--- config.mk ---
export PLATFORM = sky130hd
export DESIGN_NAME = supmon_ctrl
export DESIGN_NICKNAME = d
export VERILOG_FILES = /design/src/rtl/supmon_pkg.sv /design/src/rtl/supmon_regs.sv /design/src/rtl/supmon_window.sv /design/src/rtl/supmon_stretch.sv /design/src/rtl/supmon_ctrl.sv
export SDC_FILE = /design/constraint.sdc
export NUM_CORES = 1
export LEC_CHECK = 0
export ABC_CLOCK_PERIOD_IN_PS = 2190
export BUFFER_PORTS_ARGS = -buffer_cell sky130_fd_sc_hd__clkbuf_2
export CAP_MARGIN = 30
export CELL_PAD_IN_SITES_DETAIL_PLACEMENT = 2
export CELL_PAD_IN_SITES_GLOBAL_PLACEMENT = 2
export CORE_ASPECT_RATIO = 1.25
export CORE_MARGIN = 5
export CORE_UTILIZATION = 24
export DETAILED_ROUTE_END_ITERATION = 8
export PLACE_DENSITY = 0.8
export SLEW_MARGIN = 20
export SYNTH_ARGS = -nofsm -noshare
export SYNTH_HDL_FRONTEND = slang
export SYNTH_SLANG_ARGS = --single-unit
--- constraint.sdc ---
create_clock -name clk -period 2.19 [get_ports clk]
set_input_delay 0 -clock clk [delete_from_list [all_inputs] [get_ports clk]]
set_output_delay 0 -clock clk [all_outputs]
set_load 0.03 [all_outputs]
--- src/rtl/supmon_pkg.sv ---
package supmon_pkg;

  localparam int REG_W = 32;
  localparam int THR_W = 4;
  localparam int MODE_W = 3;

  localparam int THR_LSB = 0;
  localparam int MODE_LSB = 8;
  localparam int RSTEN_BIT = 12;
  localparam int IRQEN_BIT = 13;

  typedef logic [MODE_W-1:0] smode_t;

  localparam smode_t SM_OFF    = 3'd0;
  localparam smode_t SM_CONT   = 3'd1;
  localparam smode_t SM_WIN_S  = 3'd2;
  localparam smode_t SM_WIN_M  = 3'd3;
  localparam smode_t SM_WIN_L  = 3'd4;

  function automatic logic mode_is_cont(smode_t m);
    return m == SM_CONT;
  endfunction

  function automatic logic mode_is_duty(smode_t m);
    return (m == SM_WIN_S) || (m == SM_WIN_M) || (m == SM_WIN_L);
  endfunction

  // window length in slow-clock periods for a duty-cycled mode, 1 otherwise
  function automatic logic [31:0] win_period(smode_t m, int unsigned s,
                                             int unsigned md, int unsigned l);
    case (m)
      SM_WIN_S: return 32'(s);
      SM_WIN_M: return 32'(md);
      SM_WIN_L: return 32'(l);
      default:  return 32'd1;
    endcase
  endfunction

endpackage

--- src/rtl/supmon_regs.sv ---
module supmon_regs
  import supmon_pkg::*;
(
  input  logic              clk,
  input  logic              rst_n,
  input  logic              reg_wr,
  input  logic              reg_rd,
  input  logic              reg_sel,
  input  logic [REG_W-1:0]  reg_wdata,
  input  logic              det_hit,
  output logic [REG_W-1:0]  reg_rdata,
  output logic [THR_W-1:0]  thr,
  output smode_t            mode,
  output logic              rst_en,
  output logic              irq_en,
  output logic              status,
  output logic              mode_wr,
  output logic              mode_restart,
  output logic              status_rd
);

  logic [THR_W-1:0] thr_q;
  smode_t           mode_q;
  logic             rsten_q;
  logic             irqen_q;
  logic             status_q;
  smode_t           new_mode;
  logic             unused_wbits;

  assign new_mode     = reg_wdata[MODE_LSB +: MODE_W];
  assign mode_wr      = reg_wr && !reg_sel;
  assign mode_restart = mode_wr && (new_mode != mode_q);
  assign status_rd    = reg_rd && reg_sel;
  assign unused_wbits = ^{reg_wdata[REG_W-1:IRQEN_BIT+1], reg_wdata[MODE_LSB+MODE_W],
                          reg_wdata[MODE_LSB-1:THR_W]};

  always_ff @(posedge clk or negedge rst_n) begin
    if (!rst_n) begin
      thr_q   <= '0;
      mode_q  <= SM_OFF;
      rsten_q <= 1'b0;
      irqen_q <= 1'b0;
    end else if (mode_wr) begin
      thr_q   <= reg_wdata[THR_LSB +: THR_W];
      mode_q  <= new_mode;
      rsten_q <= reg_wdata[RSTEN_BIT];
      irqen_q <= reg_wdata[IRQEN_BIT];
    end
  end

  // sticky flag: a counted trip wins over a clearing read
  always_ff @(posedge clk or negedge rst_n) begin
    if (!rst_n)          status_q <= 1'b0;
    else if (det_hit)    status_q <= 1'b1;
    else if (status_rd)  status_q <= 1'b0;
  end

  always_comb begin
    reg_rdata = '0;
    if (reg_sel) begin
      reg_rdata[0] = status_q;
    end else begin
      reg_rdata[THR_LSB +: THR_W]   = thr_q;
      reg_rdata[MODE_LSB +: MODE_W] = mode_q;
      reg_rdata[RSTEN_BIT]          = rsten_q;
      reg_rdata[IRQEN_BIT]          = irqen_q;
    end
  end

  assign thr    = thr_q;
  assign mode   = mode_q;
  assign rst_en = rsten_q;
  assign irq_en = irqen_q;
  assign status = status_q;

endmodule

--- src/rtl/supmon_window.sv ---
module supmon_window
  import supmon_pkg::*;
#(
  parameter int unsigned WIN_S = 32,
  parameter int unsigned WIN_M = 256,
  parameter int unsigned WIN_L = 2048
) (
  input  logic   clk,
  input  logic   rst_n,
  input  smode_t mode,
  input  logic   restart,
  output logic   cmp_en,
  output logic   mode_cont,
  output logic   mode_duty
);

  localparam int CNT_W = (WIN_L > 2) ? $clog2(WIN_L) : 1;

  logic [CNT_W-1:0] cnt_q;
  logic [31:0]      period;
  logic             at_last;

  assign mode_cont = mode_is_cont(mode);
  assign mode_duty = mode_is_duty(mode);

  always_comb begin
    period  = win_period(mode, WIN_S, WIN_M, WIN_L);
    at_last = ({{(32-CNT_W){1'b0}}, cnt_q} == (period - 32'd1));
  end

  always_ff @(posedge clk or negedge rst_n) begin
    if (!rst_n)                  cnt_q <= '0;
    else if (restart)            cnt_q <= '0;
    else if (!mode_duty)         cnt_q <= '0;
    else if (at_last)            cnt_q <= '0;
    else                         cnt_q <= cnt_q + 1'b1;
  end

  assign cmp_en = mode_cont || (mode_duty && (cnt_q == '0));

endmodule

--- src/rtl/supmon_stretch.sv ---
module supmon_stretch #(
  parameter int unsigned RST_HOLD = 3
) (
  input  logic clk,
  input  logic rst_n,
  input  logic trigger,
  output logic core_rst_n
);

  localparam int HW = $clog2(RST_HOLD + 1);

  logic [HW-1:0] hold_q;

  always_ff @(posedge clk or negedge rst_n) begin
    if (!rst_n)               hold_q <= '0;
    else if (trigger)         hold_q <= HW'(RST_HOLD);
    else if (hold_q != '0)    hold_q <= hold_q - 1'b1;
  end

  assign core_rst_n = (hold_q == '0);

endmodule

--- src/rtl/supmon_ctrl.sv ---
module supmon_ctrl
  import supmon_pkg::*;
#(
  parameter int unsigned WIN_S    = 32,
  parameter int unsigned WIN_M    = 256,
  parameter int unsigned WIN_L    = 2048,
  parameter int unsigned RST_HOLD = 3
) (
  input  logic              clk,
  input  logic              rst_n,
  input  logic              reg_wr,
  input  logic              reg_rd,
  input  logic              reg_sel,
  input  logic [REG_W-1:0]  reg_wdata,
  output logic [REG_W-1:0]  reg_rdata,
  input  logic              cmp_trip,
  output logic              cmp_en,
  output logic [THR_W-1:0]  cmp_level,
  output logic              core_rst_n,
  output logic              irq
);

  smode_t mode;
  logic   rst_en;
  logic   irq_en;
  logic   status;
  logic   mode_wr;
  logic   mode_restart;
  logic   status_rd;
  logic   mode_cont;
  logic   mode_duty;
  logic   mode_off;
  logic   det_hit;
  logic   rst_trig;

  supmon_regs u_regs (
    .clk          (clk),
    .rst_n        (rst_n),
    .reg_wr       (reg_wr),
    .reg_rd       (reg_rd),
    .reg_sel      (reg_sel),
    .reg_wdata    (reg_wdata),
    .det_hit      (det_hit),
    .reg_rdata    (reg_rdata),
    .thr          (cmp_level),
    .mode         (mode),
    .rst_en       (rst_en),
    .irq_en       (irq_en),
    .status       (status),
    .mode_wr      (mode_wr),
    .mode_restart (mode_restart),
    .status_rd    (status_rd)
  );

  supmon_window #(
    .WIN_S (WIN_S),
    .WIN_M (WIN_M),
    .WIN_L (WIN_L)
  ) u_window (
    .clk       (clk),
    .rst_n     (rst_n),
    .mode      (mode),
    .restart   (mode_restart),
    .cmp_en    (cmp_en),
    .mode_cont (mode_cont),
    .mode_duty (mode_duty)
  );

  // a trip counts only at the edge closing an enabled period
  assign det_hit  = cmp_en && cmp_trip;
  assign rst_trig = det_hit && rst_en;
  assign mode_off = !mode_cont && !mode_duty;

  supmon_stretch #(
    .RST_HOLD (RST_HOLD)
  ) u_stretch (
    .clk        (clk),
    .rst_n      (rst_n),
    .trigger    (rst_trig),
    .core_rst_n (core_rst_n)
  );

  assign irq = status && irq_en;

endmodule

-- Yosys cells after proc, flatten, opt, wreduce, memory -nomap -nowiden
Index checks and enable logic that the tools add are counted.
Widths: inputs -> output; s select.
- output and inout bits: 39
- bits of input ports: 38
- word-level logic and storage cells: 44
- register bits: 23
- reductions and logical operators: 16
- muxes and demuxes: 12
- $add $sub $neg: 3
- equality and inequality tests: 6
- operators with widths (cell ; count):
    $pmux 12 s3 ; 1
    $mux 11 ; 3
    $eq 11x32->1 ; 1
    $sub 12x1->13 const B ; 1
    $add 11x1->11 const B ; 1
    $logic_not 11->1 ; 1
    $logic_and 1x1->1 ; 7
    $eq 3x2->1 const B ; 2
    $mux 2 ; 3
    $mux 3 ; 2
    $reduce_bool 2->1 ; 3
    $eq 3x1->1 const B ; 1
    $eq 3x3->1 const B ; 1
    $logic_or 1x1->1 ; 3
    $mux 1 ; 3
    $ne 3x3->1 ; 1
    $logic_not 2->1 ; 1
    $sub 2x1->2 const B ; 1
    $logic_not 1->1 ; 1

-- Logic depth before layout (Yosys ltp)
Gate-level depths: netlist of the first run.
- word-level depth: 8
- depth in mapped cells: 5
- depth with buffers taken out: 5

-- Modules after synthesis
From an unflattened synthesis of the first run, not the netlist that was laid out.
- cell total of the unflattened synthesis: 141
- area total of the unflattened synthesis: 1508.9 um2
- by module, submodules not included (module ; area an instance (um2) ; sequential area each (um2) ; cells an instance ; times used):
    supmon_window ; 698.2 ; 275.3 ; 67 ; 1
    supmon_regs ; 694.4 ; 250.2 ; 62 ; 1
    supmon_stretch ; 97.6 ; 50.0 ; 9 ; 1
    supmon_ctrl ; 18.8 ; 0.0 ; 3 ; 1

-- Least setup slack after synthesis of the first run
OpenSTA, ideal clock, no wires.
- path kind: register to register
- start: register u_window.cnt_q[5]
- end: register u_window.cnt_q[2]
- setup time: 136 ps
- clock period less this slack: 1560 ps
- setup slack: 630 ps
- required time: 2054 ps
- stages on the path, launching flop included: 6
- path buffers: 1
- data arrival time: 1424 ps
- path through: dfrtp_1 or3_1 mux2_2 nor3_2 buf_6 nor3_1
- cells in the longest elaborated chain, start to end: 4
- ends and longest elaborated chain (element ; RTL line ; source):
    start, declared ; supmon_window.sv:19 ; logic [CNT_W-1:0] cnt_q;
    start signal, assigned ; supmon_window.sv:36 ; else cnt_q <= cnt_q + 1'b1;
    $eq 11x32->1 ; supmon_window.sv:28 ; at_last = ({{(32-CNT_W){1'b0}}, cnt_q} == (period - 32'd1));
    $mux 11 ; supmon_window.sv:35 ; else if (at_last) cnt_q <= '0;
    $mux 11 ; supmon_window.sv:34 ; else if (!mode_duty) cnt_q <= '0;
    $mux 11 ; supmon_window.sv:33 ; else if (restart) cnt_q <= '0;
No other way between the ends.
A chain may end at the register's enable or synchronous reset.

-- Final worst setup path of the first run
- start: register u_window.cnt_q[5]
- end: register u_window.cnt_q[10]
- cells in the longest elaborated chain, start to end: 4
- elaborated cells on any way between the ends: 5
- those cells by class: add/sub (1); eq/ne (1); mux (3)
- ends and longest elaborated chain (element ; RTL line):
    $add 11x1->11 or $eq 11x32->1 (tied branches) ; supmon_window.sv:36, supmon_window.sv:28
    $mux 11 (*) ; supmon_window.sv:35
    $mux 11 (*) ; supmon_window.sv:34
    $mux 11 (*) ; supmon_window.sv:33
Every way passes the cells marked *; elsewhere a longest branch is shown, timed or not.

==> flow_metrics.tcl, run 1 <==
set metrics [dict create \
    grt_max_degree 24 \
    core_area_mm2 0.00574 \
    num_antenna_cells 0 \
    rr_startpoint "u_window.cnt_q[5]$_DFF_PN0_" \
    p_total_mw 1.27 \
    h-tree-depth 1 \
    drt_iter0_drc 20 \
    final_core_util_pct 29.6 \
    hold_start "reg_rd" \
    startpoint "u_window.cnt_q[5]$_DFF_PN0_" \
    setup_viol 0 \
    routed_wl_um 3560 \
    finalMaxSlewViolations 0 \
    grt_pass1_vias 1270 \
    areaGrowthSynthToFinish_pct 21.1 \
    wl_per_cell_um 14.0 \
    drc 0 \
    path_max_fanout 8 \
    irDropWorstVdd_mv 0.220 \
    vias_per_cell 4.35 \
    netlist_instances 145 \
    firstDrtPassIters 2 \
    synth-seq-cells 23 \
    crit_arrival_ns 1.96 \
    die_h_um 95.5 \
    ios 77 \
    fin_crit_sh_pct 83.0 \
    cts_root_buf "clkbuf_8" \
    dpl.hpwl_um 2620 \
    cts_tree "yes" \
    syn_avg_cell_area_um2 9.68 \
    grt_util_all_layers_pct 9.73 \
    grt_remaining_overflow 0 \
    synth_sequential_area_ratio_pct 41.0 \
    dieArea_mm2 0.00749 \
    fp-row-count 31 \
    relSlewSlack_pct 59.8 \
    ctsResizeCount 0 \
    die_w_um 78.4 \
    fin_skew_ns 0.00176 \
    antenna_found_initial 0 \
    status "completed" \
    hold_violations 0 \
    start_util_pct 24.5 \
    setup_tns_ns 0 \
    clk_latency_ns 0.27 \
    portBuffers 30 \
    cp-start-kind "flip-flop" \
    critPathKind "flip-flop to flip-flop" \
    numClockSinks 23 \
    clk_pin_slew_ns 0.08 \
    postRouteAntennaNets 0 \
    stdcell_count 254 \
    syn_area_mm2 0.00140 \
    min_period_ns 1.82 \
    cts_inserted_buffers 3 \
    grt_pass1_wl_um 5800 \
    cts_buffer_depth 2 \
    ys_warn_count 0 \
    gp_congestion 0.727 \
    max_freq_ghz 0.550 \
    worst_pin_slew_ns 0.603 \
    p_per_area_mw_per_mm2 747 \
    fin_nets 230 \
    hp-class "primary input to flip-flop" \
    vias 1104 \
    rsz0062_at_grt "no" \
    end_kind "flip-flop" \
    synth_cell_types 32 \
    place_inst 240 \
    p_leak_nw 0.797 \
    drive_gt1_share_pct 27.1 \
    max_cap_violations 0 \
    cp_data_required_time_ns 2.33 \
]
metal layers:
layer,up-vias,track usage (%),share of wire (%)
li1,514,-,-
met1,542,10.2,40
met2,44,19.2,54
met3,4,2.08,4.8
met4,0,3.06,0.84
met5,-,0,0
flip-flops by register name, indices dropped and copies added (netlist names):
register / cells
u_window.cnt_q: 11
u_stretch.hold_q: 2
u_regs.status: 1
u_regs.thr: 4
u_regs.rst_en: 1
u_regs.mode: 3
u_regs.irq_en: 1
critical path, cell delays in order, from the launching register on:
cell	delay, ns
dfrtp_1	0.41
or3_1	0.40
mux2_2	0.28
nor3_2	0.30
buf_4	0.22
nor3_1	0.06
kinds of logic (layout without fill, tap and decap cells):
kind of cell             after synthesis  count (layout)  share of synthesized area [%]
XOR/XNOR                              13              13                           8.11
adder cells (fa/ha/maj)                3               3                           2.67
buffers and inverters                 37              58                           16.6
AO/OA/AOI/OAI                          8               8                           3.48
other                                  1              23                          0.267
flip-flops                            23              23                           41.0
AND/OR/NAND/NOR                       49              49                           19.2
multiplexers                          11              11                           8.73
layout by cell type, fill, tap and decap left out, drive strengths merged:
master / instances
clkbuf: 33
conb: 23
dfrtp: 23
nor3: 14
inv: 10
mux2: 10
dlygate4sd3: 10
nor2b: 8
xnor2: 8
nand2: 7
xor2: 5
nor2: 5
o21ai: 4
buf: 4
nor3b: 3
nand3: 3
ha: 3
nand4: 2
a21o: 1
o31ai: 1
or3: 1
or2: 1
and3: 1
mux2i: 1
nor4: 1
nor4b: 1
and2b: 1
a32oi: 1
and2: 1
a21oi: 1
clkinv: 1
path summary, 6_finish.rpt:
path / endpoint / slack [ns] / cells past startpoint
min: u_regs.status$_DFFE_PN0P_ / 0.02 / 4
max reg2reg: u_window.cnt_q[10]$_DFF_PN0_ / 0.37 / 5
max in group asynchronous: u_regs.mode[1]$_DFFE_PN0P_ / 1.53 / 2
min in group asynchronous: u_stretch.hold_q[0]$_DFFE_PN0P_ / 0.27 / 2
max: u_window.cnt_q[10]$_DFF_PN0_ / 0.37 / 5
min reg2reg: u_stretch.hold_q[1]$_DFFE_PN0P_ / 0.51 / 2
what timing repair did:
| action | CTS | global route |
|---|---|---|
| buffers inserted | 0 | 0 |
| hold endpoints to repair | 34 | 0 |
| hold buffers | 10 | 0 |
synthesized netlist by cell type:
cell type | number | area [um^2]
a21o_1 | 1 | 7.51
a21oi_1 | 1 | 5.00
a32oi_1 | 1 | 8.76
and2_1 | 1 | 6.26
and2b_2 | 1 | 8.76
and3_1 | 1 | 6.26
buf_1 | 1 | 3.75
buf_4 | 23 | 173
buf_6 | 1 | 11.3
clkbuf_1 | 2 | 7.51
conb_1 | 1 | 3.75
dfrtp_1 | 23 | 576
ha_1 | 3 | 37.5
inv_1 | 10 | 37.5
mux2_2 | 10 | 113
mux2i_1 | 1 | 10.0
nand2_1 | 7 | 26.3
nand3_1 | 3 | 15.0
nand4_1 | 2 | 12.5
nor2_1 | 5 | 18.8
nor2b_1 | 8 | 50.1
nor3_1 | 13 | 65.1
nor3_2 | 1 | 10.0
nor3b_1 | 3 | 22.5
nor4_1 | 1 | 6.26
nor4b_1 | 1 | 8.76
o21ai_0 | 4 | 20.0
o31ai_1 | 1 | 7.51
or2_2 | 1 | 6.26
or3_1 | 1 | 6.26
xnor2_1 | 8 | 70.1
xor2_1 | 5 | 43.8
report_power, final:
part           leakage (nW)  switching, mW  internal [mW]
registers             0.294         0.0442          0.483
logic                 0.478          0.308          0.164
clock network        0.0255          0.144          0.127
layout make-up:
type,instances,area (um^2)
fillers,674,4040
multi-input cells,107,678
flip-flops and latches,23,576
repair buffers,44,280
well taps,66,82.6
clock buffers,3,41.3
inverters,10,37.5
clock inverters,1,5.00
through the flow:
stage / cell area [um^2] / worst slack, ns / hold WS, ns
after floorplan: 1490 / 0.630 / -0.296
after global placement: 1550 / 0.395 / 0.0278
after detailed placement: 1550 / 0.372 / 0.0401
after CTS: 1700 / 0.356 / 0.0149
after global routing: 1700 / 0.251 / 0.0203
final: 1700 / 0.372 / 0.0166
Power figures use the tool's default switching activity.
==> run 2, diff against run 1 <==
ABC_AREA = 1   (was unset)
ABC_CLOCK_PERIOD_IN_PS = 1600   (was 2190)
CORE_UTILIZATION = 21   (was 24)
PLACE_DENSITY = 0.78   (was 0.8)
clock period = 1.6 ns   (was 2.19 ns; I/O delays follow)
==> flow_metrics.tcl, run 2 <==
set metrics [dict create \
    start_util_pct 21.8 \
    dpl.hpwl_um 2980 \
    cts_inserted_buffers 3 \
    drive_gt1_share_pct 21.2 \
    portBuffers 30 \
    setup_viol 0 \
    grt_util_all_layers_pct 9.85 \
    wl_per_cell_um 12.3 \
    status "completed" \
    synth_cell_types 22 \
    grt_pass1_wl_um 6930 \
    final_core_util_pct 27.3 \
    grt_pass1_vias 1501 \
    netlist_instances 190 \
    p_leak_nw 0.929 \
    h-tree-depth 1 \
    route.met2.wl_um 2120 \
    ys_warn_count 0 \
    syn_area_mm2 0.00144 \
    final_common_cell "nand2_1" \
    synthArstFlopShare_pct 100 \
    dieArea_mm2 0.00863 \
    fp-row-count 33 \
    gp_congestion 0.737 \
    synth_common_cells "nand2_1 (35), inv_1 (28), nor2_1 (26)" \
    pre_cts_ws_ns 0.153 \
    setup_ws_ns 0.119 \
    synth_sequential_area_ratio_pct 39.9 \
    clk_pin_slew_ns 0.08 \
    largest_reg_flops 11 \
    yosysMostFrequentCell "nand2_1" \
    areaGrowthSynthToFinish_pct 25.2 \
    syn_avg_cell_area_um2 7.59 \
    antenna_found_initial 0 \
    end_kind "output pin" \
    path_max_fanout 4 \
    max_cap_violations 0 \
    hold_violations 0 \
    max_freq_ghz 0.675 \
    grt_max_degree 24 \
    regMostFlops "u_window.cnt_q" \
    synth_top_area_share_pct 39.9 \
    vias 1289 \
    rrSetupSlack_ns 0.18 \
    core_area_mm2 0.00661 \
    drt_iter0_drc 28 \
    firstDrtPassIters 2 \
    fin_area_mm2 0.00180 \
    fin_nets 278 \
    grt_remaining_overflow 0 \
    crit_arrival_ns 1.48 \
    layout_common_cells "nand2_1 (34), clkbuf_2 (29), inv_1 (27)" \
    fin_hold_ws_ns 0.109 \
    hp-class "primary input to flip-flop" \
    die_w_um 84.1 \
    synth-seq-cells 23 \
    p_per_area_mw_per_mm2 953 \
    synth_largest_area_cell "dfrtp_1" \
    top_layer_used "met4" \
    met1_length_um 1560 \
    cts_buffer_depth 2 \
    cts_root_buf "clkbuf_8" \
    ys_top_cells_by_area "dfrtp_1 (40%), buf_4 (13%), nand2_1 (9.1%)" \
    ios 77 \
    cp-start-kind "flip-flop" \
    dpl-instance-area_mm2 0.00162 \
    clk_latency_ns 0.27 \
    synth-edff-count 0 \
    ys.flop_type "dfrtp_1" \
    setup_tns_ns 0 \
    min_period_ns 1.48 \
    numClockSinks 23 \
    die_h_um 103 \
    wl_met3_um 230 \
    num_antenna_cells 0 \
    cts_tree "yes" \
    critPathKind "flip-flop to output pin" \
    fin_crit_sh_pct 92.5 \
    stdcell_count 323 \
    relSlewSlack_pct 59.6 \
    drc 0 \
    rsz0062_at_grt "no" \
    place_inst 306 \
    cp_data_required_time_ns 1.60 \
    routed_wl_um 3970 \
    finalMaxSlewViolations 0 \
    worst_pin_slew_ns 0.606 \
    postRouteAntennaNets 0 \
    fin_skew_ns 0.00762 \
    irDropWorstVdd_mv 0.416 \
    p_total_mw 1.72 \
    vias_per_cell 3.99 \
]
run 2: changes by cell type in the layout (fill, tap and decap cells not counted), sizes merged, moves of 8 or more:
cell	before	now
mux2	10	0
nand3	3	17
nand2	7	36
nor2b	8	0
nor3	14	2
inv	10	29
o21ai	4	13
nor2	5	28
run 2: final cells by class:
type	count	area [um^2]
Multi-Input combinational cell	134	662
Sequential cell	23	576
Timing Repair Buffer	46	303
Inverter	29	109
Fill cell	792	4800
Tap cell	87	109
Clock inverter	1	5.00
Clock buffer	3	41.3
run 2: metal layers:
layer / vias to the layer above / track usage [%]
met5: - / 0
met4: 0 / 3.34
met3: 6 / 2.24
met2: 41 / 19.0
met1: 617 / 10.6
li1: 625 / -
run 2: final timing paths:
check | from | endpoint | cells after the start
setup reg to reg | u_window.cnt_q[0]$_DFF_PN0_ | u_window.cnt_q[6]$_DFF_PN0_ | 6
min in group asynchronous | rst_n | u_window.cnt_q[9]$_DFF_PN0_ | 2
max in group asynchronous | rst_n | u_regs.mode[1]$_DFFE_PN0P_ | 2
hold / removal | reg_sel | u_regs.rst_en$_DFFE_PN0P_ | 4
setup / recovery | u_window.cnt_q[0]$_DFF_PN0_ | cmp_en | 7
hold reg to reg | u_stretch.hold_q[1]$_DFFE_PN0P_ | u_stretch.hold_q[1]$_DFFE_PN0P_ | 2
run 2: report_power, final:
group	switching (mW)	internal, mW	leakage [nW]
clock network	0.193	0.174	0.0255
registers	0.0540	0.656	0.298
logic	0.444	0.200	0.605
run 2: cell families after synthesis:
kind of cell	Yosys count	synth area share, %
xor gates and xnor gates	7	4.25
adders and majority gates	3	2.60
AOI/OAI and AO/OA	15	5.47
other	1	0.260
buffers and inverters	55	20.6
and+or+nand+nor	86	26.9
DFF	23	39.9
run 2: what timing repair did:
| action | CTS | global route |
|---|---|---|
| hold buffers | 12 | 0 |
| pin swaps | 0 | 0 |
| setup endpoints to repair | 1 | 1 |
| endpoints found under the hold margin | 33 | 0 |
| cloned | 0 | 0 |
| resized for setup | 1 | 5 |
| setup buffers | 0 | 1 |
run 2: critical path, cell delays in order (launching register included):
cell	delay [ns]
dfrtp_1	0.42
inv_1	0.07
ha_1	0.14
nand3_1	0.08
nor2_2	0.12
nand3_1	0.10
nand2_2	0.11
buf_4	0.17
==> run 3, diff against run 2 <==
ABC_CLOCK_PERIOD_IN_PS = 1900   (was 1600)
CORE_UTILIZATION = 25   (was 21)
PLACE_DENSITY = 0.87   (was 0.78)
clock period = 1.9 ns   (was 1.6 ns; I/O delays follow)
==> flow_metrics.tcl, run 3 (synthesis results as in run 2) <==
set metrics [dict create \
    status "completed" \
    max_cap_violations 0 \
    dieArea_mm2 0.00739 \
    wl_per_cell_um 13.4 \
    hp-class "primary input to flip-flop" \
    die_h_um 94.9 \
    fin_nets 276 \
    cts_tree "yes" \
    core_area_mm2 0.00570 \
    cpPeakStageDelay_ns 0.53 \
    drc 0 \
    hold_violations 0 \
    end_kind "flip-flop" \
    path_cells "inv_1 -> ha_1 -> nand3_1 -> nor2_1 -> nand3_1 -> nand2_2 -> nand2_1 -> nand2_1 -> dlygate4sd3_1" \
    grt_util_all_layers_pct 11.6 \
    gp_congestion 0.697 \
    ios 77 \
    die_w_um 77.9 \
    grt_max_degree 24 \
    final_common_cell "nand2_1" \
    grt_remaining_overflow 0 \
    h-tree-depth 1 \
    portBuffers 30 \
    clk_latency_ns 0.27 \
    drive_gt1_share_pct 19.7 \
    postRouteAntennaNets 0 \
    worst_pin_slew_ns 0.605 \
    rsz0062_at_grt "no" \
    final_core_util_pct 30.7 \
    cts_buffer_depth 2 \
    fill_cells 657 \
    firstDrtPassIters 2 \
    cts_root_buf "clkbuf_8" \
    setup_viol 0 \
    grt_pass1_vias 1421 \
    cts_inserted_buffers 3 \
    path_max_fanout 4 \
    crit_arrival_ns 1.96 \
    cp_data_required_time_ns 2.11 \
    drt_iter0_drc 12 \
    start_util_pct 25.3 \
    antenna_found_initial 0 \
    fp-row-count 31 \
    num_antenna_cells 0 \
    min_period_ns 1.75 \
    vias 1275 \
    routed_wl_um 4020 \
    finalMaxSlewViolations 0 \
    cp-start-kind "flip-flop" \
    setup_tns_ns 0 \
    regMostFlops "u_window.cnt_q" \
    clk_pin_slew_ns 0.09 \
    fin_skew_ns 0.00194 \
    critPathKind "flip-flop to flip-flop" \
    relSlewSlack_pct 59.7 \
    vias_per_cell 4.25 \
    p_leak_nw 0.918 \
    p_per_area_mw_per_mm2 831 \
    dpl.hpwl_um 2900 \
    numClockSinks 23 \
    grt_pass1_wl_um 6870 \
    crit_slowest_cell "dlygate4sd3_1" \
    largest_reg_flops 11 \
    fin_crit_sh_pct 92.0 \
    layout_common_cells "nand2_1 (34), clkbuf_2 (30), inv_1 (27)" \
    irDropWorstVdd_mv 0.351 \
    max_freq_ghz 0.572 \
    areaGrowthSynthToFinish_pct 21.6 \
]
-- run 3: changes by cell type in the layout (fill, tap and decap cells not counted) --
cell	delta
nor2_1	+1
nor3_2	-1
nor2_2	-1
clkbuf_2	+1
buf_4	-3
nor3_1	+1
-- run 3: path summary, 6_finish.rpt --
kind,end,slack [ns],start,cells past startpoint
max,u_regs.status$_DFFE_PN0P_,0.15,u_window.cnt_q[0]$_DFF_PN0_,9
min,u_regs.irq_en$_DFFE_PN0P_,0.12,reg_wr,5
max reg2reg,u_regs.status$_DFFE_PN0P_,0.15,u_window.cnt_q[0]$_DFF_PN0_,9
min reg2reg,u_stretch.hold_q[1]$_DFFE_PN0P_,0.50,u_stretch.hold_q[1]$_DFFE_PN0P_,2
max in group asynchronous,u_stretch.hold_q[1]$_DFFE_PN0P_,1.23,rst_n,2
min in group asynchronous,u_window.cnt_q[9]$_DFF_PN0_,0.28,rst_n,2
-- run 3: area by class of cell --
type | instances | area [um^2] | share of cell area (%)
repair buffers | 44 | 285 | 16.3
well taps | 66 | 82.6 | 4.71
clock inverters | 1 | 5.00 | 0.286
multi-input cells | 134 | 654 | 37.3
inverters | 29 | 109 | 6.21
flip-flops and latches | 23 | 576 | 32.8
clock buffers | 3 | 41.3 | 2.36
-- run 3: what timing repair did --
action	4_1_cts	5_1_grt
resized for setup	0	2
hold endpoints to repair	34	0
hold buffers	12	0
setup buffers	0	1
endpoints found under the setup margin	0	1
-- run 3: power breakdown --
group          internal [mW]  switching [mW]  leakage, nW
Combinational          0.168           0.376        0.594
Sequential             0.552          0.0448        0.298
Clock                  0.147           0.170       0.0255
-- run 3: stage by stage --
stage,instances,hold WS [ns],area (um^2),worst slack (ns),total power [mW]
after floorplan,212,-0.296,1520,0.566,1.01
after global placement,283,0.0354,1580,0.478,1.09
after detailed placement,283,0.0497,1580,0.450,1.12
after CTS,299,0.113,1740,0.0962,1.47
after global routing,300,0.165,1750,0.00998,1.58
final,300,0.122,1750,0.152,1.46
-- run 3: critical path: cells and delay by family (launching register included) --
kind / cells / cell delay (ns)
adder cells (fa/ha/maj): 1 / 0.15
buffers and inverters: 2 / 0.60
flip-flops: 1 / 0.43
AND/OR/NAND/NOR: 6 / 0.52
-- run 3: metal layers --
| metal | global-route usage [%] | share of wire, % | vias to the layer above |
|---|---|---|---|
| li1 | - | - | 621 |
| met1 | 12.5 | 38 | 610 |
| met2 | 21.9 | 55 | 40 |
| met3 | 3.24 | 6.5 | 4 |
| met4 | 3.38 | 0.84 | 0 |
| met5 | 0 | 0 | - |
